`src/rtl/timer_cc_pkg.sv`:
```
package timer_cc_pkg;
  localparam int NUM_CH = 2;
  localparam int FLAG_W = NUM_CH + 2;

  typedef enum logic [1:0] {
    CLK_OFF      = 2'd0,
    CLK_INT      = 2'd1,
    CLK_EXT_RISE = 2'd2,
    CLK_EXT_FALL = 2'd3
  } clkSel_e;

  typedef enum logic [1:0] {
    TOP_MAX  = 2'd0,
    TOP_CMPA = 2'd1,
    TOP_CAP  = 2'd2,
    TOP_RSV  = 2'd3
  } topSel_e;

  localparam logic [2:0] ADDR_CTRLA = 3'd0;
  localparam logic [2:0] ADDR_CTRLB = 3'd1;
  localparam logic [2:0] ADDR_CNT   = 3'd2;
  localparam logic [2:0] ADDR_CMP0  = 3'd3;
  localparam logic [2:0] ADDR_CAP   = 3'd5;
  localparam logic [2:0] ADDR_FLAGS = 3'd6;
  localparam logic [2:0] ADDR_MASK  = 3'd7;

  typedef struct packed {
    logic tick;
    logic capture;
  } tmrStrobe_t;
endpackage

```
`src/rtl/timer_cc_ctrl.sv`:
```
module timer_cc_ctrl
  import timer_cc_pkg::*;
#(
  parameter int PRESCALE_DIV = 8,
  parameter int FILT_LEN     = 4
) (
  input  logic       clk,
  input  logic       rst,
  input  clkSel_e    clkSel,
  input  logic       capRise,
  input  logic       capSrc,
  input  logic       capFilt,
  input  logic       extClk,
  input  logic       capPin,
  input  logic       compIn,
  output tmrStrobe_t strobe
);
  localparam int PRE_W = (PRESCALE_DIV > 1) ? $clog2(PRESCALE_DIV) : 1;
  localparam logic [PRE_W-1:0] PRE_LAST = PRE_W'(PRESCALE_DIV - 1);

  logic [PRE_W-1:0]    preCnt;
  logic [1:0]          extSync, pinSync, cmpSync;
  logic                extPrev, filtLvl, capPrev;
  logic [FILT_LEN-1:0] capHist;
  logic                selLvl, capLvl, intTick, extRise, extFall;

  always_comb begin
    intTick = (clkSel == CLK_INT) && (preCnt == PRE_LAST);
    extRise = extSync[1] & ~extPrev;
    extFall = ~extSync[1] & extPrev;
    selLvl  = capSrc ? cmpSync[1] : pinSync[1];
    capLvl  = capFilt ? filtLvl : selLvl;
    case (clkSel)
      CLK_INT:      strobe.tick = intTick;
      CLK_EXT_RISE: strobe.tick = extRise;
      CLK_EXT_FALL: strobe.tick = extFall;
      default:      strobe.tick = 1'b0;
    endcase
    strobe.capture = capRise ? (capLvl & ~capPrev) : (~capLvl & capPrev);
  end

  always_ff @(posedge clk) begin
    if (rst) begin
      preCnt  <= '0;
      extSync <= '0;
      pinSync <= '0;
      cmpSync <= '0;
      extPrev <= 1'b0;
      capHist <= '0;
      filtLvl <= 1'b0;
      capPrev <= 1'b0;
    end else begin
      extSync <= {extSync[0], extClk};
      pinSync <= {pinSync[0], capPin};
      cmpSync <= {cmpSync[0], compIn};
      extPrev <= extSync[1];
      capHist <= {capHist[FILT_LEN-2:0], selLvl};
      if (&capHist)       filtLvl <= 1'b1;
      else if (~|capHist) filtLvl <= 1'b0;
      capPrev <= capLvl;
      if (clkSel != CLK_INT || preCnt == PRE_LAST) preCnt <= '0;
      else                                          preCnt <= preCnt + 1'b1;
    end
  end

  assert_off_no_tick_R2: assert property (@(posedge clk) disable iff (rst)
    (clkSel == CLK_OFF) |-> !strobe.tick);
  assert_int_spacing_R2: assert property (@(posedge clk) disable iff (rst)
    (clkSel == CLK_INT && strobe.tick) |=> !strobe.tick);
endmodule

```
`src/rtl/timer_cc_dp.sv`:
```
module timer_cc_dp
  import timer_cc_pkg::*;
#(
  parameter int CNT_W = 16
) (
  input  logic              clk,
  input  logic              rst,
  input  tmrStrobe_t        strobe,
  input  logic              wrEn,
  input  logic [2:0]        wrAddr,
  input  logic [CNT_W-1:0]  wrData,
  input  logic [2:0]        rdAddr,
  output logic [CNT_W-1:0]  rdData,
  output logic [NUM_CH-1:0] outVec,
  output logic [FLAG_W-1:0] irq,
  output clkSel_e           clkSel,
  output logic              capRise,
  output logic              capSrc,
  output logic              capFilt
);
  logic [7:0]                   ctrlA, ctrlB;
  logic [CNT_W-1:0]             cnt, capReg, topVal;
  logic [FLAG_W-1:0]            flags, mask, setVec, clrVec;
  logic [NUM_CH-1:0][CNT_W-1:0] cmpActVec, cmpBufVec;
  logic [NUM_CH-1:0]            matchEv;
  logic                         pwmMode, atTop, wrapEv, cntWr, capWr;
  topSel_e                      topSel;

  assign clkSel  = clkSel_e'(ctrlB[1:0]);
  assign capRise = ctrlB[2];
  assign capSrc  = ctrlB[3];
  assign capFilt = ctrlB[4];
  assign topSel  = topSel_e'(ctrlA[5:4]);
  assign pwmMode = ctrlA[6];
  assign cntWr   = wrEn && (wrAddr == ADDR_CNT);
  assign capWr   = wrEn && (wrAddr == ADDR_CAP);

  always_comb begin
    case (topSel)
      TOP_CMPA: topVal = cmpActVec[0];
      TOP_CAP:  topVal = capReg;
      default:  topVal = '1;
    endcase
    atTop  = (cnt == topVal);
    wrapEv = strobe.tick && atTop;
    setVec = {strobe.capture, matchEv, wrapEv};
    clrVec = (wrEn && wrAddr == ADDR_FLAGS) ? wrData[FLAG_W-1:0] : '0;
  end

  for (genvar ch = 0; ch < NUM_CH; ch++) begin : g_chan
    logic [CNT_W-1:0] bufQ, actQ;
    logic             outQ, blocked;
    logic [1:0]       outMode;
    logic             chWr;
    assign outMode = ctrlA[2*ch+1 -: 2];
    assign blocked = (ch == 0) && pwmMode && (topSel == TOP_CMPA);
    assign chWr    = wrEn && (wrAddr == ADDR_CMP0 + 3'(ch));
    assign matchEv[ch]   = strobe.tick && (cnt == actQ);
    assign cmpActVec[ch] = actQ;
    assign cmpBufVec[ch] = bufQ;
    assign outVec[ch]    = outQ;

    always_ff @(posedge clk) begin
      if (rst) begin
        bufQ <= '0;
        actQ <= '0;
        outQ <= 1'b0;
      end else begin
        if (chWr) bufQ <= wrData;
        if (chWr && !pwmMode)       actQ <= wrData;
        else if (pwmMode && wrapEv) actQ <= bufQ;
        case (outMode)
          2'd1: if (matchEv[ch]) outQ <= ~outQ;
          2'd2: begin
            if (!pwmMode || blocked) outQ <= 1'b0;
            else if (wrapEv)         outQ <= 1'b1;
            else if (matchEv[ch])    outQ <= 1'b0;
          end
          default: outQ <= 1'b0;
        endcase
      end
    end

    assert_match_flag_R4: assert property (@(posedge clk) disable iff (rst)
      matchEv[ch] |=> flags[ch+1]);
  end

  always_ff @(posedge clk) begin
    if (rst) begin
      ctrlA  <= '0;
      ctrlB  <= '0;
      cnt    <= '0;
      capReg <= '0;
      flags  <= '0;
      mask   <= '0;
    end else begin
      if (wrEn && wrAddr == ADDR_CTRLA) ctrlA <= wrData[7:0];
      if (wrEn && wrAddr == ADDR_CTRLB) ctrlB <= wrData[7:0];
      if (wrEn && wrAddr == ADDR_MASK)  mask  <= wrData[FLAG_W-1:0];
      if (cntWr)            cnt <= wrData;
      else if (strobe.tick) cnt <= atTop ? '0 : cnt + 1'b1;
      if (capWr)               capReg <= wrData;
      else if (strobe.capture) capReg <= cnt;
      flags <= (flags & ~clrVec) | setVec;
    end
  end

  always_comb begin
    case (rdAddr)
      ADDR_CTRLA:    rdData = CNT_W'(ctrlA);
      ADDR_CTRLB:    rdData = CNT_W'(ctrlB);
      ADDR_CNT:      rdData = cnt;
      ADDR_CMP0:     rdData = cmpBufVec[0];
      ADDR_CMP0 + 1: rdData = cmpBufVec[1];
      ADDR_CAP:      rdData = capReg;
      ADDR_FLAGS:    rdData = CNT_W'(flags);
      default:       rdData = CNT_W'(mask);
    endcase
  end

  assign irq = flags & mask;

  assert_wrap_zero_R3: assert property (@(posedge clk) disable iff (rst)
    (strobe.tick && atTop && !cntWr) |=> (cnt == '0));
  assert_wrap_flag_R3: assert property (@(posedge clk) disable iff (rst)
    (strobe.tick && atTop) |=> flags[0]);
  assert_hold_no_tick_R2: assert property (@(posedge clk) disable iff (rst)
    (!strobe.tick && !cntWr) |=> $stable(cnt));
  assert_capture_copy_R8: assert property (@(posedge clk) disable iff (rst)
    (strobe.capture && !capWr) |=> (capReg == $past(cnt)));
endmodule

```
`src/rtl/timer_cc.sv`:
```
module timer_cc
  import timer_cc_pkg::*;
#(
  parameter int CNT_W        = 16,
  parameter int PRESCALE_DIV = 8,
  parameter int FILT_LEN     = 4
) (
  input  logic              clk,
  input  logic              rst,
  input  logic              wrEn,
  input  logic [2:0]        wrAddr,
  input  logic [CNT_W-1:0]  wrData,
  input  logic [2:0]        rdAddr,
  output logic [CNT_W-1:0]  rdData,
  input  logic              extClk,
  input  logic              capPin,
  input  logic              compIn,
  output logic              outA,
  output logic              outB,
  output logic [FLAG_W-1:0] irq
);
  tmrStrobe_t        strobe;
  clkSel_e           clkSel;
  logic              capRise, capSrc, capFilt;
  logic [NUM_CH-1:0] outVec;

  timer_cc_ctrl #(.PRESCALE_DIV(PRESCALE_DIV), .FILT_LEN(FILT_LEN)) uCtrl (
    .clk(clk), .rst(rst), .clkSel(clkSel), .capRise(capRise), .capSrc(capSrc),
    .capFilt(capFilt), .extClk(extClk), .capPin(capPin), .compIn(compIn),
    .strobe(strobe)
  );

  timer_cc_dp #(.CNT_W(CNT_W)) uDp (
    .clk(clk), .rst(rst), .strobe(strobe), .wrEn(wrEn), .wrAddr(wrAddr),
    .wrData(wrData), .rdAddr(rdAddr), .rdData(rdData), .outVec(outVec),
    .irq(irq), .clkSel(clkSel), .capRise(capRise), .capSrc(capSrc),
    .capFilt(capFilt)
  );

  assign outA = outVec[0];
  assign outB = outVec[1];
endmodule

```
`config.mk`:
```
export PLATFORM = sky130hd
export DESIGN_NAME = timer_cc
export DESIGN_NICKNAME = d
export VERILOG_FILES = /design/src/rtl/timer_cc_pkg.sv /design/src/rtl/timer_cc_ctrl.sv /design/src/rtl/timer_cc_dp.sv /design/src/rtl/timer_cc.sv
export SDC_FILE = /design/constraint.sdc
export NUM_CORES = 1
export LEC_CHECK = 0
export ABC_AREA = 1
export ABC_CLOCK_PERIOD_IN_PS = 3500
export CAP_MARGIN = 5
export CORE_MARGIN = 4
export CORE_UTILIZATION = 40
export CTS_CLUSTER_DIAMETER = 200
export DETAILED_ROUTE_END_ITERATION = 8
export PLACE_DENSITY = 0.6
export SETUP_SLACK_MARGIN = 0.2
export SLEW_MARGIN = 0
export SYNTH_ARGS = -nofsm -noshare
export SYNTH_HDL_FRONTEND = slang
export SYNTH_HIERARCHICAL = 1
export SYNTH_SLANG_ARGS = --single-unit
```
`constraint.sdc`:
```
create_clock -name clk -period 3.5 [get_ports clk]
set_clock_uncertainty 0.2 [all_clocks]
set_input_delay 0.35 -clock clk [delete_from_list [all_inputs] [get_ports clk]]
set_output_delay 0.35 -clock clk [all_outputs]
set_load 0.01 [all_outputs]
```
==> results of run 1 <==
-- cell families (layout without fill, tap and decap cells) --
family / Yosys count / count (layout) / share of synthesized area (%)
AO/OA/AOI/OAI: 271 / 271 / 22.3
adder cells (fa/ha/maj): 9 / 9 / 1.49
XOR/XNOR: 19 / 19 / 2.20
AND/OR/NAND/NOR: 476 / 476 / 26.6
flip-flops: 138 / 138 / 36.6
buffers and inverters: 193 / 234 / 10.7
-- worst paths after layout --
path,from,to,depth (start not counted)
max,rdAddr[2],rdData[7],6
min reg2reg,uCtrl/pinSync[0],uCtrl/pinSync[1],2
max reg2reg,uDp/ctrlA[4],uDp/g_chan[1].actQ[13],15
min,uCtrl/pinSync[0],uCtrl/pinSync[1],2
-- flip-flops by register name (all words and copies together) (netlist names), 2 cells and up --
register and flops:
uDp/cnt 16, uCtrl/extSync 2, uDp/ctrlB 8, uCtrl/cmpSync 2, uDp/capReg 16, uDp/g_chan.outQ 2
uDp/g_chan.actQ 32, uDp/mask 4, uDp/g_chan.bufQ 32, uDp/flags 4, uCtrl/preCnt 3, uDp/ctrlA 8
uCtrl/capHist 4, uCtrl/pinSync 2
-- cells in the mapped netlist (all sizes together), types with 16 or more instances --
cell    count
a21oi     121
a311oi     16
buf        25
clkbuf     44
dfxtp     138
inv       119
nand2     231
nand3      63
nand4      32
nor2      125
o21ai      90
o22ai      17
-- critical path: cells and delay by family --
kind                   cells  cell delay (ns)
AO/OA/AOI/OAI              1             0.25
buffers and inverters      4             1.53
AND/OR/NAND/NOR            1             0.44
-- layout make-up --
| cell class | instances | share of cell area, % |
|---|---|---|
| clock buffers | 17 | 4.83 |
| clock inverters | 15 | 1.76 |
| inverters | 124 | 5.29 |
| multi-input cells | 775 | 45.3 |
| flip-flops and latches | 138 | 31.3 |
| well taps | 229 | 3.25 |
| repair buffers | 78 | 8.26 |
-- power groups by stage --
stage | combinational [uW] | sequential (uW) | clock, uW
floorplan | 239 | 1680 | 0
global placement | 370 | 1700 | 0
detailed placement | 373 | 1700 | 0
CTS | 375 | 1670 | 1840
global route | 418 | 1680 | 1910
finish | 379 | 1670 | 1820
-- metrics by stage --
stage,cell area (sq um),worst slack (ns),util (%)
floorplan,7550,1.18,-
global placement,8230,0.452,45.1
detailed placement,8230,0.395,45.1
CTS,8810,0.397,48.2
global route,8810,0.268,48.2
finish,8810,0.367,48.2
-- routing by layer --
layer	share of wire, %	global-route usage [%]
met1	48	35.4
met4	1.5	5.89
met5	0	0
met3	8.8	5.79
met2	42	33.2
==> flow_summary.ini, run 1 <==
[critical_path]
cp_max_fo = 9
cp.required_ns = 2.95
cpMaxStageDelayCell = clkdlybuf4s50_1
arrival_ns = 2.58
slowest_delay_ns = 0.60
start_kind = primary input
rrSetupSlack_ns = 0.55
end_kind = output pin
path_cells = clkdlybuf4s50_1 > nor3_1 > inv_1 > buf_4 > o211ai_1 > clkdlybuf4s50_1
cpMostUsedCell = clkdlybuf4s50_1
worst-setup-path-type = primary input to output pin

[yosys]
synthTopCellsByArea = dfxtp_1 37%, nand2_1 11%, nor2_1 6.2%, o21ai_0 5.8%, inv_1 5.7%
synth_area_leader_cell = dfxtp_1
syn_area_sq_mm = 0.00755
synth_fp_nets = 1143
synth_ff_type = dfxtp_1
syn_area_per_cell_sq_um = 6.83
synth_top_area_share_pct = 36.6
ys_async_sr_fraction_pct = 0
synth_warnings = 6
syn_inst = 1106
synth_enable_flop_cells = 0
ys_seq_area_share_pct = 36.6
ys_seq_elements = 138
synth.distinct_cells = 37

[cells_and_area]
fin_nets = 1171
diodes = 0
final_common_cell = nand2_1
most-common-layout-cells = 231 x nand2_1, 138 x dfxtp_1, 122 x nor2_1, 115 x inv_1, 88 x o21ai_0
instances_no_fill = 1376
seqCellArea_sq_mm = 0.00276
syn_to_final_growth_pct = 16.8
fill_cells = 1864
drive_above_1_share_pct = 10.4
multi_input_area_sq_mm = 0.00399

[global_routing]
grtUsageTotal_pct = 23.4
grt_pass1_vias = 6841
gr-total-overflow = 0
grt_pass1_wl_mm = 39.3
antenna_found_initial = 0
grt_max_degree = 73

[place]
io_buffers = 49
dp.cells = 1344
dpl.hpwl_mm = 17.7
gp_congestion = 0.914

[cts]
cts_tree = done
clk_latency_ns = 0.43
hold_buffers = 0
clkTransAtPathRegs_ns = 0.06
cts_resized = 0
cts_setup_buffers = 0
cts_root_buf = clkbuf_16
htree_levels = 4
max-clock-path-buffers = 2
cts_sinks = 138
cts_made_buffers = 17

[floorplan]
boundaryPins = 50
chipWidth_um = 145
fp.dieH_um = 145
fp-row-count = 49
dieArea_sq_mm = 0.0211
core_area_sq_mm = 0.0183
start_util_pct = 41.3

[routing]
routed_wl_mm = 24.9
num_vias = 7660
firstDrtPassIters = 5
drt_iter0_drc = 762
ant_nets = 0
vias_per_cell = 5.57
wl_per_cell_um = 18.1
drc = 0

[sta]
fmaxAchievable_mhz = 319
tns_ns = 0
hold_violations = 0
setup_viol = 0
post-route-min-period_ns = 3.13
fin_crit_sh_pct = 89.5
worst_pin_slew_ns = 0.993
rsz0062_at_grt = false
final_max_slew_viol_count = 0
hold_slack_ns = 0.202
maxSlewHeadroom_pct = 33.8

[flow_run]
cap_violations = 0

[power]
leakagePower_uw = 0.00348
swShare_pct = 28.7
p_per_area_mw_per_mm2 = 439
pwr-share-seq_pct = 43.2
p_sw_uw = 1110
total_power_uw = 3870
internal_power_uw = 2760
ir_worst_vdd_mv = 0.286
clkPwrFrac_pct = 47.0
combPwrFrac_pct = 9.8

[status]
status = complete, no violations

[hold_path]
hold_class = flip-flop to flip-flop
Power figures use the tool's default switching activity.
==> run 2: changes to the inputs <==
--- a/config.mk
+++ b/config.mk
@@ -9,10 +9,10 @@
 export ABC_CLOCK_PERIOD_IN_PS = 3500
 export CAP_MARGIN = 5
 export CORE_MARGIN = 4
-export CORE_UTILIZATION = 40
+export CORE_UTILIZATION = 55
 export CTS_CLUSTER_DIAMETER = 200
 export DETAILED_ROUTE_END_ITERATION = 8
-export PLACE_DENSITY = 0.6
+export PLACE_DENSITY = 0.77
 export SETUP_SLACK_MARGIN = 0.2
 export SLEW_MARGIN = 0
 export SYNTH_ARGS = -nofsm -noshare
==> run 2 against run 1 <==
Compared with the run above:
- register-to-register slack lost 0.18 ns
- wire length shrank 5.2%
- via count grew 2.4%
- final cell count shrank 4.3%
- sequential cell count is the same
- combinational power shrank 3%
- die area shrank 26%
- global-route usage grew 6.2 points
- clock power is essentially flat
- largest power group unchanged
==> flow_summary.ini, run 2 (synthesized netlist as in run 1, its figures left out) <==
[status]
status = complete, no violations

[global_routing]
grtUsageTotal_pct = 29.6
grt_pass1_wl_mm = 37.3
grt_pass1_vias = 6921
grt_max_degree = 65
antenna_found_initial = 0
gr-total-overflow = 0

[floorplan]
start_util_pct = 56.6
core_area_sq_mm = 0.0133
fp.dieH_um = 125
chipWidth_um = 125
fp-row-count = 42
boundaryPins = 50
dieArea_sq_mm = 0.0157

[routing]
drt_iter0_drc = 1166
routed_wl_mm = 23.6
vias_per_cell = 5.96
ant_nets = 0
num_vias = 7844
drc = 0
wl_per_cell_um = 17.9
firstDrtPassIters = 5

[cts]
clkTransAtPathRegs_ns = 0.06
clk_latency_ns = 0.43
cts_resized = 0
hold_buffers = 0
htree_levels = 4
cts_setup_buffers = 0
cts_made_buffers = 17
max-clock-path-buffers = 2
cts_root_buf = clkbuf_16
cts_sinks = 138
cts_tree = done

[cells_and_area]
multi_input_area_sq_mm = 0.00400
reg.largest.list = uDp/g_chan.actQ (32), uDp/g_chan.bufQ (32)
most-common-layout-cells = 231 x nand2_1, 138 x dfxtp_1, 122 x nor2_1, 114 x inv_1, 88 x o21ai_0
fin_nets = 1165
final_area_sq_mm = 0.00872
instances_no_fill = 1317
diodes = 0
fill_cells = 1216
drive_above_1_share_pct = 10.1
final_common_cell = nand2_1
seqCellArea_sq_mm = 0.00276
syn_to_final_growth_pct = 15.5

[flow_run]
cap_violations = 0

[power]
total_power_uw = 3880
leakagePower_uw = 0.00346
p_per_area_mw_per_mm2 = 445
ir_worst_vdd_mv = 0.442

[sta]
tns_ns = 0
final_max_slew_viol_count = 0
maxSlewHeadroom_pct = 54.4
post-route-min-period_ns = 3.14
rsz0062_at_grt = false
fmaxAchievable_mhz = 319
hold_violations = 0
worst_pin_slew_ns = 0.683
fin_crit_sh_pct = 89.6
setup_viol = 0

[hold_path]
hold_depth = 2
hold_class = primary input to flip-flop

[critical_path]
rr_worst_depth = 14
rrSetupSlack_ns = 0.37
cp.required_ns = 2.95
arrival_ns = 2.59
cp_max_fo = 14
worst-setup-path-type = primary input to output pin
end_kind = output pin
start_kind = primary input

[place]
gp_congestion = 0.932
dpl_cell_area_sq_mm = 0.00811
io_buffers = 49
dpl.hpwl_mm = 16.4
dp.cells = 1285
-- run 2: cell types whose count changed in the layout (fill, tap and decap cells not counted), sizes merged --
cell,delta
buf,-6
inv,-3
clkinv,+2
bufinv,+1
clkbuf,+1
clkinvlp,-1
-- run 2: through the flow --
| step | hold slack, ns | worst slack [ns] | utilization [%] |
|---|---|---|---|
| 2_1_floorplan | 0.188 | 1.18 | - |
| 3_3_place_gp | 0.189 | 0.295 | 60.8 |
| 3_5_place_dp | 0.195 | 0.290 | 60.8 |
| 4_1_cts | 0.0462 | 0.257 | 65.3 |
| 5_1_grt | 0.0685 | 0.203 | 65.3 |
| 6_report | 0.0477 | 0.364 | 65.3 |
-- run 2: metal layers --
| metal | vias up | routed length (um) | GRT usage, % |
|---|---|---|---|
| met4 | 0 | 468 | 8.99 |
| met3 | 51 | 2750 | 8.02 |
| met1 | 3600 | 10300 | 43.5 |
| met2 | 454 | 10000 | 42.5 |
| li1 | 3739 | - | - |
| met5 | - | 0 | 0 |
-- run 2: layout make-up --
| type | instances | share of cell area (%) |
|---|---|---|
| Multi-Input combinational cell | 775 | 45.8 |
| Sequential cell | 138 | 31.7 |
| Timing Repair Buffer | 72 | 7.69 |
| Inverter | 124 | 5.35 |
| Clock buffer | 18 | 5.04 |
| Tap cell | 176 | 2.53 |
| Clock inverter | 14 | 1.87 |
-- run 2: critical path, stage by stage --
cell             delay, ns
clkdlybuf4s50_1       0.62
nor2_1                0.13
nand2_1               0.12
inv_1                 0.25
a22o_1                0.29
a221oi_1              0.23
nand3_1               0.10
clkdlybuf4s50_1       0.49
-- run 2: path summary, 6_finish.rpt --
| check | start | end |
|---|---|---|
| worst max-delay path | rdAddr[1] | rdData[0] |
| worst min-delay path | rst | uCtrl/extSync[1] |
| worst max register to register | uDp/ctrlA[4] | uDp/g_chan[1].actQ[11] |
| worst min register to register | uCtrl/extSync[0] | uCtrl/extSync[1] |
-- run 2: report_power, final --
part           internal (uW)  total, uW  leakage [uW]  switching [uW]
Combinational            130        369       0.00205             239
Sequential              1620       1670       0.00112            52.5
Clock                   1090       1840      0.000294             750
Total                   2840       3880       0.00346            1040
